$ cat config.mk
export PLATFORM = sky130hd
export DESIGN_NAME = skad_adder
export DESIGN_NICKNAME = d
export VERILOG_FILES = /design/src/rtl/skad_pkg.sv /design/src/rtl/skad_group.sv /design/src/rtl/skad_core.sv /design/src/rtl/skad_ctrl.sv /design/src/rtl/skad_adder.sv
export SDC_FILE = /design/constraint.sdc
export NUM_CORES = 1
export LEC_CHECK = 0
export ABC_AREA = 1
export BUFFER_PORTS_ARGS = -buffer_cell sky130_fd_sc_hd__buf_2
export CORE_MARGIN = 5
export CORE_UTILIZATION = 50
export CTS_BUF_LIST = sky130_fd_sc_hd__clkbuf_4
export DETAILED_ROUTE_END_ITERATION = 8
export GPL_ROUTABILITY_DRIVEN = 0
export PLACE_DENSITY_LB_ADDON = 0.2
export SLEW_MARGIN = 15
export SYNTH_ARGS = -nofsm -noshare
export SYNTH_HDL_FRONTEND = slang
export SYNTH_SLANG_ARGS = --single-unit
$ cat constraint.sdc
create_clock -name clk -period 15.1 [get_ports clk]
set_input_delay 1.51 -clock clk [delete_from_list [all_inputs] [get_ports clk]]
set_output_delay 1.51 -clock clk [all_outputs]
set_load 0.02 [all_outputs]
$ cat src/rtl/skad_pkg.sv
package skad_pkg;
  typedef enum logic [1:0] {
    PH_IDLE = 2'd0,
    PH_PRE  = 2'd1,
    PH_EVAL = 2'd2
  } phase_e;
endpackage

$ cat src/rtl/skad_group.sv
module skad_group #(
  parameter int W        = 4,
  parameter int HAS_SKIP = 1
) (
  input  logic         pre,
  input  logic [W-1:0] f,
  input  logic [W-1:0] b,
  input  logic         n_cin,
  output logic         n_cout,
  output logic [W-1:0] s
);
  logic [W-1:0] half;
  logic [W-1:0] prop;
  logic [W:0]   nc;
  logic         skip_hit;

  always_comb begin
    half  = f ^ b;
    prop  = half | {W{pre}};
    nc[0] = n_cin;
    for (int i = 0; i < W; i++) begin
      // inverted node: pass carry on propagate, else the bus bit decides
      nc[i+1] = prop[i] ? nc[i] : ~f[i];
    end
    skip_hit = (HAS_SKIP != 0) && (&prop) && !n_cin;
    if (pre)
      n_cout = 1'b1;
    else if (skip_hit)
      n_cout = 1'b0;
    else
      n_cout = nc[W];
    s = half ^ ~nc[W-1:0];
  end
endmodule

$ cat src/rtl/skad_core.sv
module skad_core #(
  parameter int IN_W = 69,
  parameter int GRP  = 4,
  parameter int LOW  = 3
) (
  input  logic                  pre,
  input  logic                  cin,
  input  logic                  fz,
  input  logic [IN_W-1:0]       f,
  input  logic [IN_W-1:0]       b,
  output logic [IN_W:0]         sum,
  output logic [((IN_W-LOW+GRP-1)/GRP):0] n_bound
);
  localparam int REST = IN_W - LOW;
  localparam int NGRP = (REST + GRP - 1) / GRP;

  logic [IN_W-1:0] b_eff;
  logic            n_cin0;

  assign b_eff  = fz ? '0 : b;
  assign n_cin0 = pre | ~cin;

  skad_group #(.W(LOW), .HAS_SKIP(0)) u_low (
    .pre   (pre),
    .f     (f[LOW-1:0]),
    .b     (b_eff[LOW-1:0]),
    .n_cin (n_cin0),
    .n_cout(n_bound[0]),
    .s     (sum[LOW-1:0])
  );

  for (genvar g = 0; g < NGRP; g++) begin : g_grp
    localparam int BASE = LOW + g * GRP;
    localparam int GW   = ((IN_W - BASE) < GRP) ? (IN_W - BASE) : GRP;
    skad_group #(.W(GW), .HAS_SKIP(1)) u_grp (
      .pre   (pre),
      .f     (f[BASE +: GW]),
      .b     (b_eff[BASE +: GW]),
      .n_cin (n_bound[g]),
      .n_cout(n_bound[g+1]),
      .s     (sum[BASE +: GW])
    );
  end

  assign sum[IN_W] = ~n_bound[NGRP];
endmodule

$ cat src/rtl/skad_ctrl.sv
module skad_ctrl
  import skad_pkg::*;
(
  input  logic   clk,
  input  logic   rst,
  input  logic   start,
  output phase_e phase_q,
  output logic   accept,
  output logic   load
);
  assign accept = (phase_q == PH_IDLE) && start;
  assign load   = (phase_q == PH_EVAL);

  always_ff @(posedge clk) begin
    if (rst) begin
      phase_q <= PH_IDLE;
    end else begin
      case (phase_q)
        PH_IDLE: if (start) phase_q <= PH_PRE;
        PH_PRE:  phase_q <= PH_EVAL;
        default: phase_q <= PH_IDLE;
      endcase
    end
  end
endmodule

$ cat src/rtl/skad_adder.sv
module skad_adder
  import skad_pkg::*;
#(
  parameter int IN_W = 69,
  parameter int GRP  = 4,
  parameter int LOW  = 3
) (
  input  logic            clk,
  input  logic            rst,
  input  logic            start,
  input  logic [IN_W-1:0] bus_in,
  input  logic [IN_W-1:0] reg_in,
  input  logic            force_zero,
  input  logic            cin_from_sign,
  input  logic            cin_value,
  output logic [IN_W:0]   sum_q,
  output logic            valid_q
);
  localparam int NGRP = (IN_W - LOW + GRP - 1) / GRP;

  phase_e          phase_q;
  logic            accept;
  logic            load;
  logic [IN_W-1:0] bus_q;
  logic [IN_W-1:0] breg_q;
  logic            fz_q;
  logic            sel_q;
  logic            cex_q;
  logic            cin;
  logic [IN_W:0]   core_sum;
  logic [NGRP:0]   n_bound;

  skad_ctrl u_ctrl (
    .clk    (clk),
    .rst    (rst),
    .start  (start),
    .phase_q(phase_q),
    .accept (accept),
    .load   (load)
  );

  always_ff @(posedge clk) begin
    if (rst) begin
      bus_q  <= '0;
      breg_q <= '0;
      fz_q   <= 1'b0;
      sel_q  <= 1'b0;
      cex_q  <= 1'b0;
    end else if (accept) begin
      bus_q  <= bus_in;
      breg_q <= reg_in;
      fz_q   <= force_zero;
      sel_q  <= cin_from_sign;
      cex_q  <= cin_value;
    end
  end

  assign cin = sel_q ? (~fz_q & breg_q[IN_W-1]) : cex_q;

  skad_core #(.IN_W(IN_W), .GRP(GRP), .LOW(LOW)) u_core (
    .pre    (phase_q == PH_PRE),
    .cin    (cin),
    .fz     (fz_q),
    .f      (bus_q),
    .b      (breg_q),
    .sum    (core_sum),
    .n_bound(n_bound)
  );

  always_ff @(posedge clk) begin
    if (rst) begin
      sum_q   <= '0;
      valid_q <= 1'b0;
    end else begin
      valid_q <= load;
      if (load) sum_q <= core_sum;
    end
  end
endmodule

* After elaboration in Yosys (flattened, before gate mapping)
Cells that the tools add are included.
** Operators by class
- Equal/unequal tests :: 3
- Muxes and demuxes :: 108
- Bitwise logic cells :: 146
- Reductions and logical operators :: 53
** Operators with widths (count)
- XOR 4 bit :: 32
- two-way mux 1 bit :: 105
- inverter 1 bit :: 72
- two-way mux 69 bit :: 1
- inverter 4 bit :: 16
- bitwise OR 4 bit :: 16
- AND reduction 4 bit :: 16
- logical AND 1 bit :: 18
- logical NOT 1 bit :: 17
- XOR 3 bit :: 2
- one-hot mux 2 bit (2 select lines) :: 1
- XOR 2 bit :: 2
- inverter 3 bit :: 1
- bitwise OR 3 bit :: 1
- equality test 2 x 1 -> 1 bit (second input constant) :: 1
- equality test 2 bit (second input constant) :: 1
- logical NOT 2 bit :: 1
- two-way mux 2 bit :: 1
- inequality test 2 bit (second input constant) :: 1
- inverter 2 bit :: 1
- bitwise OR 2 bit :: 1
- AND reduction 2 bit :: 1
- AND 1 bit :: 1
- bitwise OR 1 bit :: 1
** Word-level totals
- Bits in registers :: 214
- Output and inout bits :: 71
- Word-level logic and storage cells :: 318

* Longest topological paths before layout
- Word-level depth :: 110
- Gate-level depth with buffers :: 78

* Modules after synthesis
A second synthesis with hierarchy kept.
** Unflattened totals
- Cell total of the unflattened synthesis :: 2226
- Area total of the unflattened synthesis :: 12923.6 um^2
** Modules (own cells, without submodules)
- skad_adder :: instances 1, cells each 1346, area each 8847.2 um^2
- skad_group at u_core.g_grp[0].u_grp ... :: instances 16, cells each 42, area each 198.9 um^2
- skad_core :: instances 1, cells each 149, area each 588.1 um^2
- skad_group at u_core.u_low :: instances 1, cells each 27, area each 140.1 um^2
- skad_group at u_core.g_grp[16].u_grp :: instances 1, cells each 22, area each 92.6 um^2
- skad_ctrl :: instances 1, cells each 10, area each 72.6 um^2

* Least setup slack after synthesis
No wires, ideal clock.
- Kind :: flip-flop to flip-flop
- Start :: reg fz_q
- End :: reg sum_q[68]
- Setup time :: 117 ps
- Data arrival time :: 6234 ps
- Required time :: 14983 ps
- Path slack :: 8749 ps
- Cell stages (with the launch flop) :: 79
- Period minus slack after synthesis :: 6351 ps
- Path through :: dfxtp_1 inv_2 buf_6 nand2_1 nand2_1 nand2_2 nand2_1 nand3_2 nand2_2 nand2_2 nand3_2 nand3_2 nand3_2 nand3_2 nand3_2 nand3_2 nand3_2 nand3_2 [43 not listed] nand3_2 nand3_2 nand3_2 nand3_2 nand3_2 nand3_2 nand3_2 nand3_2 nand3_2 nand3_2 nand3_2 nand3_4 nand3_2 nand3_2 nand3_1 nand2_1 nor2_1 nor2_1
** Between the ends
- Cells in the longest elaborated chain, start to end :: 108
- Elaborated cells on any way between the ends :: 193
- Classes of those cells :: mux: 103; bitwise: 42; reduce/logical: 48
** RTL lines
- start, declared :: line skad_adder.sv:26 : logic fz_q;
- start signal, assigned :: line skad_adder.sv:52 : fz_q <= force_zero;
- inverter 1 bit :: line skad_adder.sv:58 : assign cin = sel_q ? (~fz_q & breg_q[IN_W-1]) : cex_q;
- AND 1 bit :: line skad_adder.sv:58
- two-way mux 1 bit :: line skad_adder.sv:58
- inverter 1 bit :: line skad_core.sv:21 : assign n_cin0 = pre | ~cin;
- bitwise OR 1 bit :: line skad_core.sv:21
- two-way mux 1 bit (3 in series) :: line skad_group.sv:23 : nc[i+1] = prop[i] ? nc[i] : ~f[i];
- two-way mux 1 bit :: line skad_group.sv:26 : if (pre)
- two-way mux 1 bit (4 in series) :: line skad_group.sv:23
- [84 not listed]
- two-way mux 1 bit :: line skad_group.sv:28 : else if (skip_hit)
- two-way mux 1 bit :: line skad_group.sv:26
- two-way mux 1 bit (4 in series) :: line skad_group.sv:23
- two-way mux 1 bit :: line skad_group.sv:28
- two-way mux 1 bit :: line skad_group.sv:26
- two-way mux 1 bit :: line skad_group.sv:23
- inverter 2 bit :: line skad_group.sv:32 : s = half ^ ~nc[W-1:0];
- XOR 2 bit (*) :: line skad_group.sv:32
- end signal, assigned :: line skad_adder.sv:76 : if (load) sum_q <= core_sum;
- end, declared :: line skad_adder.sv:16 : output logic [IN_W:0] sum_q,
Every way passes the cells marked *; elsewhere a longest branch is shown, timed or not.
A chain may end at the register's enable or synchronous reset.

* Final worst setup path
Ends and elaborated chain as after synthesis.

==> results.yml <==
cts:
  cts_setup_buffers: 0
  cts_root_buf: "clkbuf_4"
  clk_latency_ps: 640
  clock-sinks: 214
  numCtsBuffers: 54
  htree_levels: 2
  path_clk_slew_ps: 70
  cts_buffer_depth: 3
  postCtsResizedCells: 0
  hold_buffers: 0
  cts_tree: "built"
floorplan:
  io_pins: 215
  core_area_um2: 20800
  chipHeight_um: 155
  dieArea_um2: 23900
  initial_core_util_pct: 50.2
  die_w_um: 155
  num_rows: 53
placed_design:
  postPlaceCellArea_um2: 11600
  place.detailed.hpwl_um: 17800
  port_buffers: 214
synth:
  synth-simple-area-share_pct: 23.8
  postSynthCellCount: 1427
  synth-compound-area-share_pct: 17.2
  syn_area_per_cell_um2: 7.33
  synth_nets: 1571
  synth_cell_types: 28
  yosysWarnings: 0
  synth_fa_ha_area_share_pct: 0
  synth-seq-cells: 214
  synthMuxAreaShare_pct: 0
  ys_seq_area_share_pct: 41.0
  yosys.area_share.xor_xnor_pct: 9.12
  synth_top_area_share_pct: 41.0
  yosys.area.top_type: "dfxtp_1"
  mappedNetlistArea_um2: 10500
  synthTopCellsByArea: "dfxtp_1, o21ai_0, nor2_1, nand3_2, xor2_1"
  synth_top_family_by_area: "simple AND/OR/NAND/NOR gates"
run:
  maxCapViolCount: 0
sta:
  slew_viol_final: 0
  tightest_slew_ps: 1060
  tns_ps: 0
  min_period_ps: 8330
  fin_skew_ps: 19.8
  finalSetupViolCount: 0
  fin_crit_sh_pct: 55.2
  slew_headroom_pct: 29.0
  finalHoldViolCount: 0
  max_freq_mhz: 120
  rsz0062_at_grt: "no"
detailed_routing:
  wire_per_inst_um: 13.9
  drt-vias-per-instance: 4.99
  drt.antenna.violating_nets: 0
  vias: 9597
  drt_wl_total_um: 26800
  drcViolationCount: 0
  drtIter0Drc: 401
  drt-pass1-iter-count: 5
power_and_ir_drop:
  peakVddDrop_mv: 0.0630
  p_leak_nw: 5.97
  cellPowerDensity_nw_per_um2: 115
finish:
  syn2layout_area_growth_pct: 16.7
  layout_common_cells: "nor2_1, dfxtp_1, buf_2"
  finalInstanceArea_um2: 12200
  drive_gt1_share_pct: 23.0
  fin_nets: 1761
  layout_commonest_cell: "nor2_1"
  fillers: 2015
setup_path:
  cpMaxStageDelayCell: "buf_4"
  cp-start-kind: "register"
  crit_path_max_fanout: 80
  end_kind: "register"
  cp.required_ps: 15630
  cp_common_cell: "nand3_2"
  path_class: "reg2reg"
  worstPathArrival_ps: 8870
  critPathMaxStageDelay_ps: 730
grt:
  grt_pass1_wl_um: 43800
  grt_pass1_vias: 9200
  antenna_found_initial: 1
  grt_overflow: 0
  grtUsageTotal_pct: 21.9
  grt_start_max_net_pins: 126
outcome:
  status: "completed"
hold_path:
  hp-class: "reg2reg"
-- critical path: cells and delay by family, from the launching register on --
family | cells | cell delay [ps]
flip-flops | 1 | 310
AND/OR/NAND/NOR | 75 | 6980
buffers and inverters | 2 | 930
-- power by group --
group / internal (mW) / leakage [nW] / total (mW) / switching, mW
clock: 0.220 / 0.359 / 0.444 / 0.223
combinational: 0.122 / 3.85 / 0.330 / 0.208
sequential: 0.606 / 1.76 / 0.629 / 0.0226
-- metrics by stage --
step                      util (%)  std cells  hold WS, ps  setup slack, ps  power [mW]
after floorplan                  -       1427          424             8750       0.893
after global placement        55.7       1836          435             7100       0.965
after detailed placement      55.7       1836          438             6810       0.972
after CTS                     58.6       1922          452             6780        1.42
after global routing          58.6       1923          467             5670        1.50
final                         58.6       1923          451             6770        1.40
-- synthesized netlist by cell type --
| library cell | count |
|---|---|
| nand4_1 | 29 |
| clkbuf_1 | 68 |
| nor2_1 | 232 |
| or2_2 | 2 |
| nand3_4 | 1 |
| nor2_2 | 1 |
| xor2_1 | 75 |
| o221a_2 | 1 |
| dfxtp_1 | 214 |
| xnor2_2 | 1 |
| buf_2 | 11 |
| a21o_1 | 1 |
| nand2_1 | 166 |
| a31oi_1 | 2 |
| o211ai_1 | 18 |
| nand3_2 | 66 |
| nand3b_1 | 6 |
| o21ai_0 | 201 |
| a21oi_2 | 1 |
| o221ai_1 | 2 |
| inv_1 | 152 |
| inv_2 | 5 |
| nand2_2 | 4 |
| buf_6 | 1 |
| buf_1 | 6 |
| a21oi_1 | 119 |
| xnor2_1 | 32 |
| nand3_1 | 10 |
-- sequential cells by signal, summed over array words and instances (netlist names) --
name	cells
sum_q	70
breg_q	69
bus_q	69
u_ctrl.phase_q	2
cex_q	1
fz_q	1
sel_q	1
valid_q	1
-- cell families after synthesis --
kind of cell           count (synthesis)
AND/OR/NAND/NOR                      517
AO/OA/AOI/OAI                        345
buffers and inverters                243
flip-flops                           214
XOR/XNOR                             108
-- path summary, 6_finish.rpt --
path                            from                      end  slack [ps]  cells after the start
max reg2reg        fz_q$_SDFFE_PP0P_   sum_q[68]$_SDFFE_PP0P_        6770                     77
min reg2reg  breg_q[14]$_SDFFE_PP0P_  breg_q[14]$_SDFFE_PP0P_         450                      2
max                fz_q$_SDFFE_PP0P_   sum_q[68]$_SDFFE_PP0P_        6770                     77
min          breg_q[14]$_SDFFE_PP0P_  breg_q[14]$_SDFFE_PP0P_         450                      2
-- per-layer routing --
metal / global-route usage, % / vias up / share of wire [%]
met5: 0 / - / 0
met4: 7.82 / 0 / 2.4
met3: 4.09 / 47 / 5.1
met2: 35.7 / 222 / 47
met1: 29.1 / 4325 / 46
li1: - / 5003 / -
-- cell type report --
type / count / area, um^2 / share of cell area, %
multi-input cells: 970 / 5270 / 43.1
flip-flops and latches: 214 / 4280 / 35.1
clock buffers: 73 / 548 / 4.49
diodes: 1 / 2.50 / 0.0205
repair buffers: 220 / 1120 / 9.15
inverters: 157 / 593 / 4.86
clock inverters: 13 / 50.0 / 0.410
well taps: 275 / 344 / 2.82
Note: power is estimated with default switching activity, not from simulation.
